$ cat src/rtl/rz_pkg.sv
package rz_pkg;

  typedef enum logic {
    SPD_SLOW = 1'b0,
    SPD_FAST = 1'b1
  } rz_speed_e;

  function automatic int rz_max(input int a, input int b);
    return (a > b) ? a : b;
  endfunction

endpackage

$ cat src/rtl/rz_sync.sv
module rz_sync #(
  parameter int  STAGES    = 2,
  parameter logic RESET_VAL = 1'b1
) (
  input  logic clk,
  input  logic rst_n,
  input  logic d_async,
  output logic q_sync
);

  logic [STAGES-1:0] chain;

  generate
    for (genvar g = 0; g < STAGES; g++) begin : g_stage
      if (g == 0) begin : g_first
        always_ff @(posedge clk or negedge rst_n) begin
          if (!rst_n) chain[g] <= RESET_VAL;
          else        chain[g] <= d_async;
        end
      end else begin : g_next
        always_ff @(posedge clk or negedge rst_n) begin
          if (!rst_n) chain[g] <= RESET_VAL;
          else        chain[g] <= chain[g-1];
        end
      end
    end
  endgenerate

  assign q_sync = chain[STAGES-1];

endmodule

$ cat src/rtl/rz_tx.sv
module rz_tx
  import rz_pkg::*;
#(
  parameter int FAST_CELL  = 10,
  parameter int FAST_SHORT = 2,
  parameter int FAST_LONG  = 8,
  parameter int SLOW_CELL  = 22,
  parameter int SLOW_SHORT = 2,
  parameter int SLOW_LONG  = 20
) (
  input  logic clk,
  input  logic rst_n,
  input  logic fast_mode,
  input  logic in_valid,
  output logic in_ready,
  input  logic in_bit,
  output logic line_oe,
  output logic cell_last,
  output logic busy
);

  localparam int MAXC = rz_max(FAST_CELL, SLOW_CELL);
  localparam int CW   = $clog2(MAXC + 1);

  localparam logic [CW-1:0] F_LAST  = CW'(FAST_CELL - 1);
  localparam logic [CW-1:0] S_LAST  = CW'(SLOW_CELL - 1);
  localparam logic [CW-1:0] F_SHORT = CW'(FAST_SHORT);
  localparam logic [CW-1:0] F_LONG  = CW'(FAST_LONG);
  localparam logic [CW-1:0] S_SHORT = CW'(SLOW_SHORT);
  localparam logic [CW-1:0] S_LONG  = CW'(SLOW_LONG);

  logic            busy_q;
  logic            bit_q;
  rz_speed_e       spd_q;
  logic [CW-1:0]   pos_q;
  logic [CW-1:0]   low_len;
  logic [CW-1:0]   last_pos;
  logic            at_last;
  logic            accept;

  always_comb begin
    if (spd_q == SPD_FAST) begin
      low_len  = bit_q ? F_SHORT : F_LONG;
      last_pos = F_LAST;
    end else begin
      low_len  = bit_q ? S_SHORT : S_LONG;
      last_pos = S_LAST;
    end
  end

  assign at_last  = busy_q && (pos_q == last_pos);
  assign in_ready = !busy_q || at_last;
  assign accept   = in_valid && in_ready;

  always_ff @(posedge clk or negedge rst_n) begin
    if (!rst_n) begin
      busy_q <= 1'b0;
      bit_q  <= 1'b0;
      spd_q  <= SPD_SLOW;
      pos_q  <= '0;
    end else if (accept) begin
      busy_q <= 1'b1;
      bit_q  <= in_bit;
      spd_q  <= fast_mode ? SPD_FAST : SPD_SLOW;
      pos_q  <= '0;
    end else if (at_last) begin
      busy_q <= 1'b0;
      pos_q  <= '0;
    end else if (busy_q) begin
      pos_q  <= pos_q + 1'b1;
    end
  end

  assign line_oe   = busy_q && (pos_q < low_len);
  assign cell_last = at_last;
  assign busy      = busy_q;

endmodule

$ cat src/rtl/rz_rx.sv
module rz_rx
  import rz_pkg::*;
#(
  parameter int FAST_THRESH = 4,
  parameter int SLOW_THRESH = 8,
  parameter int MAX_CELL    = 22
) (
  input  logic clk,
  input  logic rst_n,
  input  logic line_s,
  input  logic fast_mode,
  input  logic suppress,
  output logic out_valid,
  output logic out_bit
);

  localparam int RW = $clog2(MAX_CELL + 1) + 1;
  localparam logic [RW-1:0] SAT   = {RW{1'b1}};
  localparam logic [RW-1:0] F_THR = RW'(FAST_THRESH);
  localparam logic [RW-1:0] S_THR = RW'(SLOW_THRESH);

  logic          prev_q;
  logic          run_q;
  logic [RW-1:0] run_len;
  logic [RW-1:0] thr;
  logic          fall;

  assign fall = prev_q && !line_s;
  assign thr  = fast_mode ? F_THR : S_THR;

  always_ff @(posedge clk or negedge rst_n) begin
    if (!rst_n) begin
      prev_q    <= 1'b1;
      run_q     <= 1'b0;
      run_len   <= '0;
      out_valid <= 1'b0;
      out_bit   <= 1'b0;
    end else begin
      prev_q    <= line_s;
      out_valid <= 1'b0;
      if (suppress) begin
        run_q   <= 1'b0;
        run_len <= '0;
      end else if (!run_q) begin
        if (fall) begin
          run_q   <= 1'b1;
          run_len <= RW'(1);
        end
      end else if (line_s) begin
        out_valid <= 1'b1;
        out_bit   <= (run_len <= thr);
        run_q     <= 1'b0;
      end else if (run_len != SAT) begin
        run_len <= run_len + 1'b1;
      end
    end
  end

endmodule

$ cat src/rtl/rz_bit_codec.sv
module rz_bit_codec
  import rz_pkg::*;
#(
  parameter int FAST_CELL   = 10,
  parameter int FAST_SHORT  = 2,
  parameter int FAST_LONG   = 8,
  parameter int FAST_THRESH = 4,
  parameter int SLOW_CELL   = 22,
  parameter int SLOW_SHORT  = 2,
  parameter int SLOW_LONG   = 20,
  parameter int SLOW_THRESH = 8,
  parameter int SYNC_STAGES = 2
) (
  input  logic clk,
  input  logic rst_n,
  input  logic fast_mode,
  input  logic tx_valid,
  output logic tx_ready,
  input  logic tx_bit,
  output logic tx_done,
  output logic pin_oe,
  input  logic pin_in,
  output logic rx_valid,
  output logic rx_bit
);

  localparam int MAXC = rz_max(FAST_CELL, SLOW_CELL);
  localparam int TAIL = SYNC_STAGES + 1;

  logic            line_s;
  logic            tx_busy;
  logic [TAIL-1:0] tail_q;
  logic            quiet;

  rz_sync #(
    .STAGES   (SYNC_STAGES),
    .RESET_VAL(1'b1)
  ) u_sync (
    .clk    (clk),
    .rst_n  (rst_n),
    .d_async(pin_in),
    .q_sync (line_s)
  );

  rz_tx #(
    .FAST_CELL (FAST_CELL),
    .FAST_SHORT(FAST_SHORT),
    .FAST_LONG (FAST_LONG),
    .SLOW_CELL (SLOW_CELL),
    .SLOW_SHORT(SLOW_SHORT),
    .SLOW_LONG (SLOW_LONG)
  ) u_tx (
    .clk      (clk),
    .rst_n    (rst_n),
    .fast_mode(fast_mode),
    .in_valid (tx_valid),
    .in_ready (tx_ready),
    .in_bit   (tx_bit),
    .line_oe  (pin_oe),
    .cell_last(tx_done),
    .busy     (tx_busy)
  );

  // Tail covers the synchronizer latency plus the edge-detect register.
  always_ff @(posedge clk or negedge rst_n) begin
    if (!rst_n) tail_q <= '0;
    else        tail_q <= {tail_q[TAIL-2:0], tx_busy};
  end

  assign quiet = tx_busy || (|tail_q);

  rz_rx #(
    .FAST_THRESH(FAST_THRESH),
    .SLOW_THRESH(SLOW_THRESH),
    .MAX_CELL   (MAXC)
  ) u_rx (
    .clk      (clk),
    .rst_n    (rst_n),
    .line_s   (line_s),
    .fast_mode(fast_mode),
    .suppress (quiet),
    .out_valid(rx_valid),
    .out_bit  (rx_bit)
  );

endmodule

$ cat config.mk
export PLATFORM = sky130hd
export DESIGN_NAME = rz_bit_codec
export DESIGN_NICKNAME = d
export VERILOG_FILES = /design/src/rtl/rz_pkg.sv /design/src/rtl/rz_sync.sv /design/src/rtl/rz_tx.sv /design/src/rtl/rz_rx.sv /design/src/rtl/rz_bit_codec.sv
export SDC_FILE = /design/constraint.sdc
export NUM_CORES = 1
export LEC_CHECK = 0
export BUFFER_PORTS_ARGS = -buffer_cell sky130_fd_sc_hd__buf_2
export CAP_MARGIN = 5
export CORE_MARGIN = 2
export CORE_UTILIZATION = 54
export CTS_BUF_LIST = sky130_fd_sc_hd__clkbuf_4 sky130_fd_sc_hd__clkbuf_8
export CTS_CLUSTER_SIZE = 24
export DETAILED_ROUTE_END_ITERATION = 6
export PLACE_DENSITY = 0.77
export RECOVER_POWER = 100
export SYNTH_ARGS = -nofsm -noshare
export SYNTH_HDL_FRONTEND = slang
export SYNTH_SLANG_ARGS = --single-unit
$ cat constraint.sdc
create_clock -name clk -period 1.85 [get_ports clk]
set_input_delay 0.0925 -clock clk [delete_from_list [all_inputs] [get_ports clk]]
set_output_delay 0.0925 -clock clk [all_outputs]
set_load 0.005 [all_outputs]
* After elaboration in Yosys (flattened, before gate mapping)
Cells that the tools add are included.
** Word-level totals
- Flip-flop bits (word level) :: 23
- Input port bits :: 6
- Output and inout port bits :: 5
- Logic and storage cells :: 58
** Cells by class
- $add $sub $neg :: 2
- Order comparisons :: 2
- Equal/unequal tests :: 4
- Multiplexer cells :: 23
- Bitwise gates (word level) :: 1
- Reductions and logical operators :: 14
** Operators by type and width (count)
- 5-bit 2-to-1 mux :: 6
- 6-bit 2-to-1 mux :: 5
- 1-bit 2-to-1 mux :: 10
- 4-bit 2-to-1 mux :: 2
- 6-bit by 1-bit adder with 6-bit output, second input constant :: 1
- 6-bit less-or-equal comparator :: 1
- 3-bit != test, second input constant :: 2
- 6-bit != test, second input constant :: 1
- 3-bit AND reduction :: 2
- 3-bit nonzero test :: 2
- 5-bit by 1-bit adder with 5-bit output, second input constant :: 1
- 5-bit equality test :: 1
- 5-bit < comparator :: 1
- 1-bit logical AND :: 4
- 3-bit OR reduction :: 1
- 1-bit logical NOT :: 2
- 1-bit logical OR :: 2
- 2-bit nonzero test :: 1
- 1-bit NOT :: 1

* Longest topological paths before layout
- Depth in word-level cells :: 6
- Depth in mapped cells :: 6

* Hierarchy
A second synthesis with hierarchy kept.
** Unflattened totals
- Cell total of the unflattened synthesis :: 121
- Area total of the unflattened synthesis :: 1270.0 um^2
** By module, submodules not included
- rz_rx :: times used 1, cells an instance 64, area each 628.1 um^2
- rz_tx :: times used 1, cells an instance 51, area each 506.7 um^2
- rz_bit_codec :: times used 1, cells an instance 4, area each 82.6 um^2
- rz_sync :: times used 1, cells an instance 2, area each 52.6 um^2

* Worst setup path after synthesis
Ideal clock, no wire load.
- Path kind :: register to register
- Start point :: register u_tx.busy_q, in the netlist u_tx.busy
- End point :: register u_rx.out_bit
- Library setup time :: 104 ps
- Arrival time :: 1598 ps
- Required time :: 1746 ps
- Setup slack :: 149 ps
- Cell stages (with the launch flop) :: 5
- Clock period less this slack :: 1701 ps
- Path through :: dfrtp_1 > or4_1 > clkbuf_2 > or2_4 > o41ai_2
** On the way
- Cells in the longest elaborated chain, start to end :: 3
** RTL lines
- start: declaration :: line rz_tx.sv:32 : logic busy_q;
- start signal: assignment :: line rz_tx.sv:57 : busy_q <= 1'b0;
- start signal: assignment :: line rz_tx.sv:62 : busy_q <= 1'b1;
- start signal: assignment :: line rz_tx.sv:67 : busy_q <= 1'b0;
- 1-bit logical OR :: line rz_bit_codec.sv:70 : assign quiet = tx_busy || (|tail_q);
- 1-bit NOT (no source line)
- 3-bit AND reduction (no source line)
- end signal: assignment :: line rz_rx.sv:51 : out_bit <= (run_len <= thr);
- end: declaration :: line rz_rx.sv:14 : output logic out_bit
Every way passes these cells.
A chain may end at the register's enable or synchronous reset.

* Worst setup path after layout
- Start point :: register u_tx.spd_q
- End point :: output pin_oe
** On the way
- Cells in the longest elaborated chain, start to end :: 3
** RTL lines
- start: declaration :: line rz_tx.sv:34 : rz_speed_e spd_q;
- start signal: assignment :: line rz_tx.sv:64 : spd_q <= fast_mode ? SPD_FAST : SPD_SLOW;
- 5-bit 2-to-1 mux :: line rz_tx.sv:42 : if (spd_q == SPD_FAST) begin
- 5-bit < comparator :: line rz_tx.sv:74 : assign line_oe = busy_q && (pos_q < low_len);
- 1-bit logical AND :: line rz_tx.sv:74
- end: declaration :: line rz_bit_codec.sv:21 : output logic pin_oe,
Every way passes these cells.

==> impl_metrics.json <==
{
  "area_growth_pct": 15.4,
  "synthesis.nets": 126,
  "synth_cell_types": 34,
  "setup_slack_ps": -31.4,
  "clk_pin_slew_worst_paths_ps": 120,
  "relSlewSlack_pct": 20.6,
  "path_common_cell": "a21o_1",
  "dr_wl_met3_um": 42,
  "leakage_uw": 0.000598,
  "grt_remaining_overflow": 0,
  "antenna_found_initial": 0,
  "synthCells": 111,
  "grt_first_pass_wirelength_um": 3970,
  "die_w_um": 50.4,
  "fillCellCount": 169,
  "highest_layer": "met4",
  "worstSetupPathType": "register to primary output",
  "ys_warn_count": 0,
  "syn_avg_cell_area_um2": 10.5,
  "drcViolationCount": 0,
  "violations": "setup timing",
  "path_buf_inv": 1,
  "die_height_um": 50.4,
  "wl_um": 2200,
  "power_uw": 1510,
  "fin_crit_ps": 1880,
  "fp.coreArea_um2": 2000,
  "path_max_fanout": 2,
  "finalHoldViolCount": 0,
  "clk_latency_ps": 300,
  "holdPathStages": 2,
  "finClkSkew_ps": 5.13,
  "async_flop_share_pct": 100,
  "cts_sinks": 23,
  "wl_per_cell_um": 13.8,
  "num_io_pins": 11,
  "regToRegStartpoint": "u_rx.run_len[0]",
  "nets": 148,
  "dp_hpwl_um": 1530,
  "portBuffers": 10,
  "worst-slew-pin-transition_ps": 1190,
  "synth_area_um2": 1160,
  "power_per_cell_area_nw_per_um2": 1130,
  "vdd_ir_drop_max_mv": 0.899,
  "finalSetupViolCount": 1,
  "cp-end-kind": "primary output",
  "r2r_end": "u_rx.run_len[3]",
  "status": "finished, violations left",
  "start_util_pct": 58.2,
  "first_global_vias": 860,
  "viasPerCell": 5.48,
  "ff2ff_path_depth": 5,
  "ys_seq_area_share_pct": 49.7,
  "wl_met2_um": 1020,
  "r2r_slack_ps": 130,
  "slowest_delay_ps": 400,
  "hp-start": "tx_valid",
  "drt-met1-wl_um": 1120,
  "max_freq_mhz": 532,
  "gp_congestion": 0.828,
  "root_buffer": "clkbuf_4",
  "num_vias": 872,
  "critPathTopFamily": "compound AO/OA/AOI/OAI gates",
  "synth-edff-count": 0,
  "final_cell_count_no_fill": 159,
  "min_path_type": "input pin to register",
  "min_to": "u_tx.busy",
  "num_antenna_cells": 0,
  "drtIter0Drc": 21,
  "drtAntennaViolNets": 0,
  "cp.depth": 6,
  "maxCapViolCount": 0,
  "finalMaxSlewViolations": 0,
  "dp_cells": 150,
  "die_area_um2": 2540,
  "ctsLongestPathBuffers": 2,
  "crit_required_ps": 1760,
  "crit_chain": "or2_4 > ha_4 > a21o_1 > a21o_1 > a211oi_1 > buf_2",
  "cts_buffers": 3,
  "grt.total_usage_pct": 20.8,
  "crit_path_start_kind": "register",
  "cts_max_level": 1,
  "slowest_stage": "dfrtp_1",
  "synth_ff_type": "dfrtp_1",
  "core.rowCount": 16,
  "ys_ff_latch": 23,
  "crit_arrival_ps": 1790,
  "drive_gt1_share_pct": 19.7,
  "min_period_over_period_pct": 102,
  "grt_max_degree": 24,
  "tritoncts": "done",
  "firstDrtPassIters": 4,
  "rsz0062_at_grt": "yes"
}
-- state kept, by name, summed over array words and instances (netlist names) --
name,cells
u_rx.out_bit,1
u_tx.busy,1
u_tx.bit_q,1
u_sync.q_sync,1
tail_q,3
u_rx.run_q,1
u_tx.pos_q,5
u_rx.prev_q,1
u_rx.run_len,6
u_sync.chain,1
u_tx.spd_q,1
u_rx.out_valid,1
-- placed cells by master, fill, tap and decap left out, types with 2 or more instances in the layout --
cell and n:
inv_1 9, o21ai_1 2, clkbuf_4 4, dfstp_2 3, ha_1 8, dlygate4sd3_1 2, nand3_1 7, nor2_1 4
mux2_2 2, dfrtp_1 20, buf_2 7, nand2b_1 4, a31oi_1 4, clkbuf_1 4, o21ai_0 5, nor3b_1 2
mux2i_1 2, a21o_1 2, a21oi_1 4, nand2_1 11, a211oi_1 3, buf_4 5
-- cells in the mapped netlist (all sizes together) (2+ instances only) --
cell	count	share of area, %
a211oi	3	1.9
a21o	2	1.3
a21oi	4	1.7
a31oi	4	2.1
clkbuf	2	0.75
dfrtp	20	43
dfstp	3	6.8
ha	9	9.7
inv	9	2.9
mux2	2	1.9
mux2i	2	1.7
nand2	11	3.5
nand2b	4	2.1
nand3	7	3.0
nor2	4	1.3
nor3b	2	1.3
nor4bb	2	1.7
o21ai	7	3.0
or2	2	1.3
-- worst max path at each step --
stage / start / end / slack, ps
2_1_floorplan: u_tx.busy / u_rx.out_bit / 150
3_3_place_gp: u_tx.spd_q / pin_oe / 130
3_5_place_dp: u_tx.spd_q / pin_oe / 110
4_1_cts: u_tx.bit_q / pin_oe / -50
5_1_grt: u_tx.spd_q / pin_oe / -100
6_report: u_tx.spd_q / pin_oe / -30
-- logic make-up (layout without fill, tap and decap cells) --
group | count (synthesis) | count (layout) | synth area share, %
compound gates | 26 | 26 | 15.0
flops | 23 | 23 | 49.7
mux | 4 | 4 | 3.65
buf+inv | 11 | 32 | 3.65
simple gates | 37 | 37 | 17.5
fa+ha+maj | 9 | 9 | 9.67
xor+xnor | 1 | 1 | 0.752
-- per-stage QoR --
step	TNS [ps]	instance area (µm²)	utilization, %	hold WS (ps)	worst slack, ps
3_3_place_gp	0	1270	63.4	87.1	133
2_1_floorplan	0	1160	-	-203	149
5_1_grt	-250	1340	67.1	20.5	-99.8
6_report	-31.4	1340	67.1	14.0	-31.4
4_1_cts	-54.2	1350	67.4	4.97	-54.2
3_5_place_dp	0	1270	63.4	94.2	111
-- metal layers --
layer  GRT usage [%]  vias up
li1                -      437
met1            31.1      424
met2            31.4        9
met3            3.57        2
met4            5.41        0
met5               0        -
-- power breakdown --
part	internal [µW]	switching, µW
clock network	98.7	147
registers	599	88.8
logic	322	259
-- area by class of cell --
| class | instances | area, µm² | share of cell area, % |
|---|---|---|---|
| multi-input combinational | 77 | 554 | 41.2 |
| timing repair buffer | 19 | 113 | 8.38 |
| clock buffer | 4 | 30.0 | 2.23 |
| inverter | 9 | 33.8 | 2.51 |
| tap | 27 | 33.8 | 2.51 |
| sequential | 23 | 579 | 43.1 |
-- repair_timing --
item                                   in CTS  in global routing
hold buffers                                2                  0
endpoints found under the hold margin      21                  0
pin swaps                                   4                  1
resized for setup                           2                  4
setup endpoints to repair                   1                  6
buffers inserted                            2                  1
Note: power is estimated with default switching activity, not from simulation.
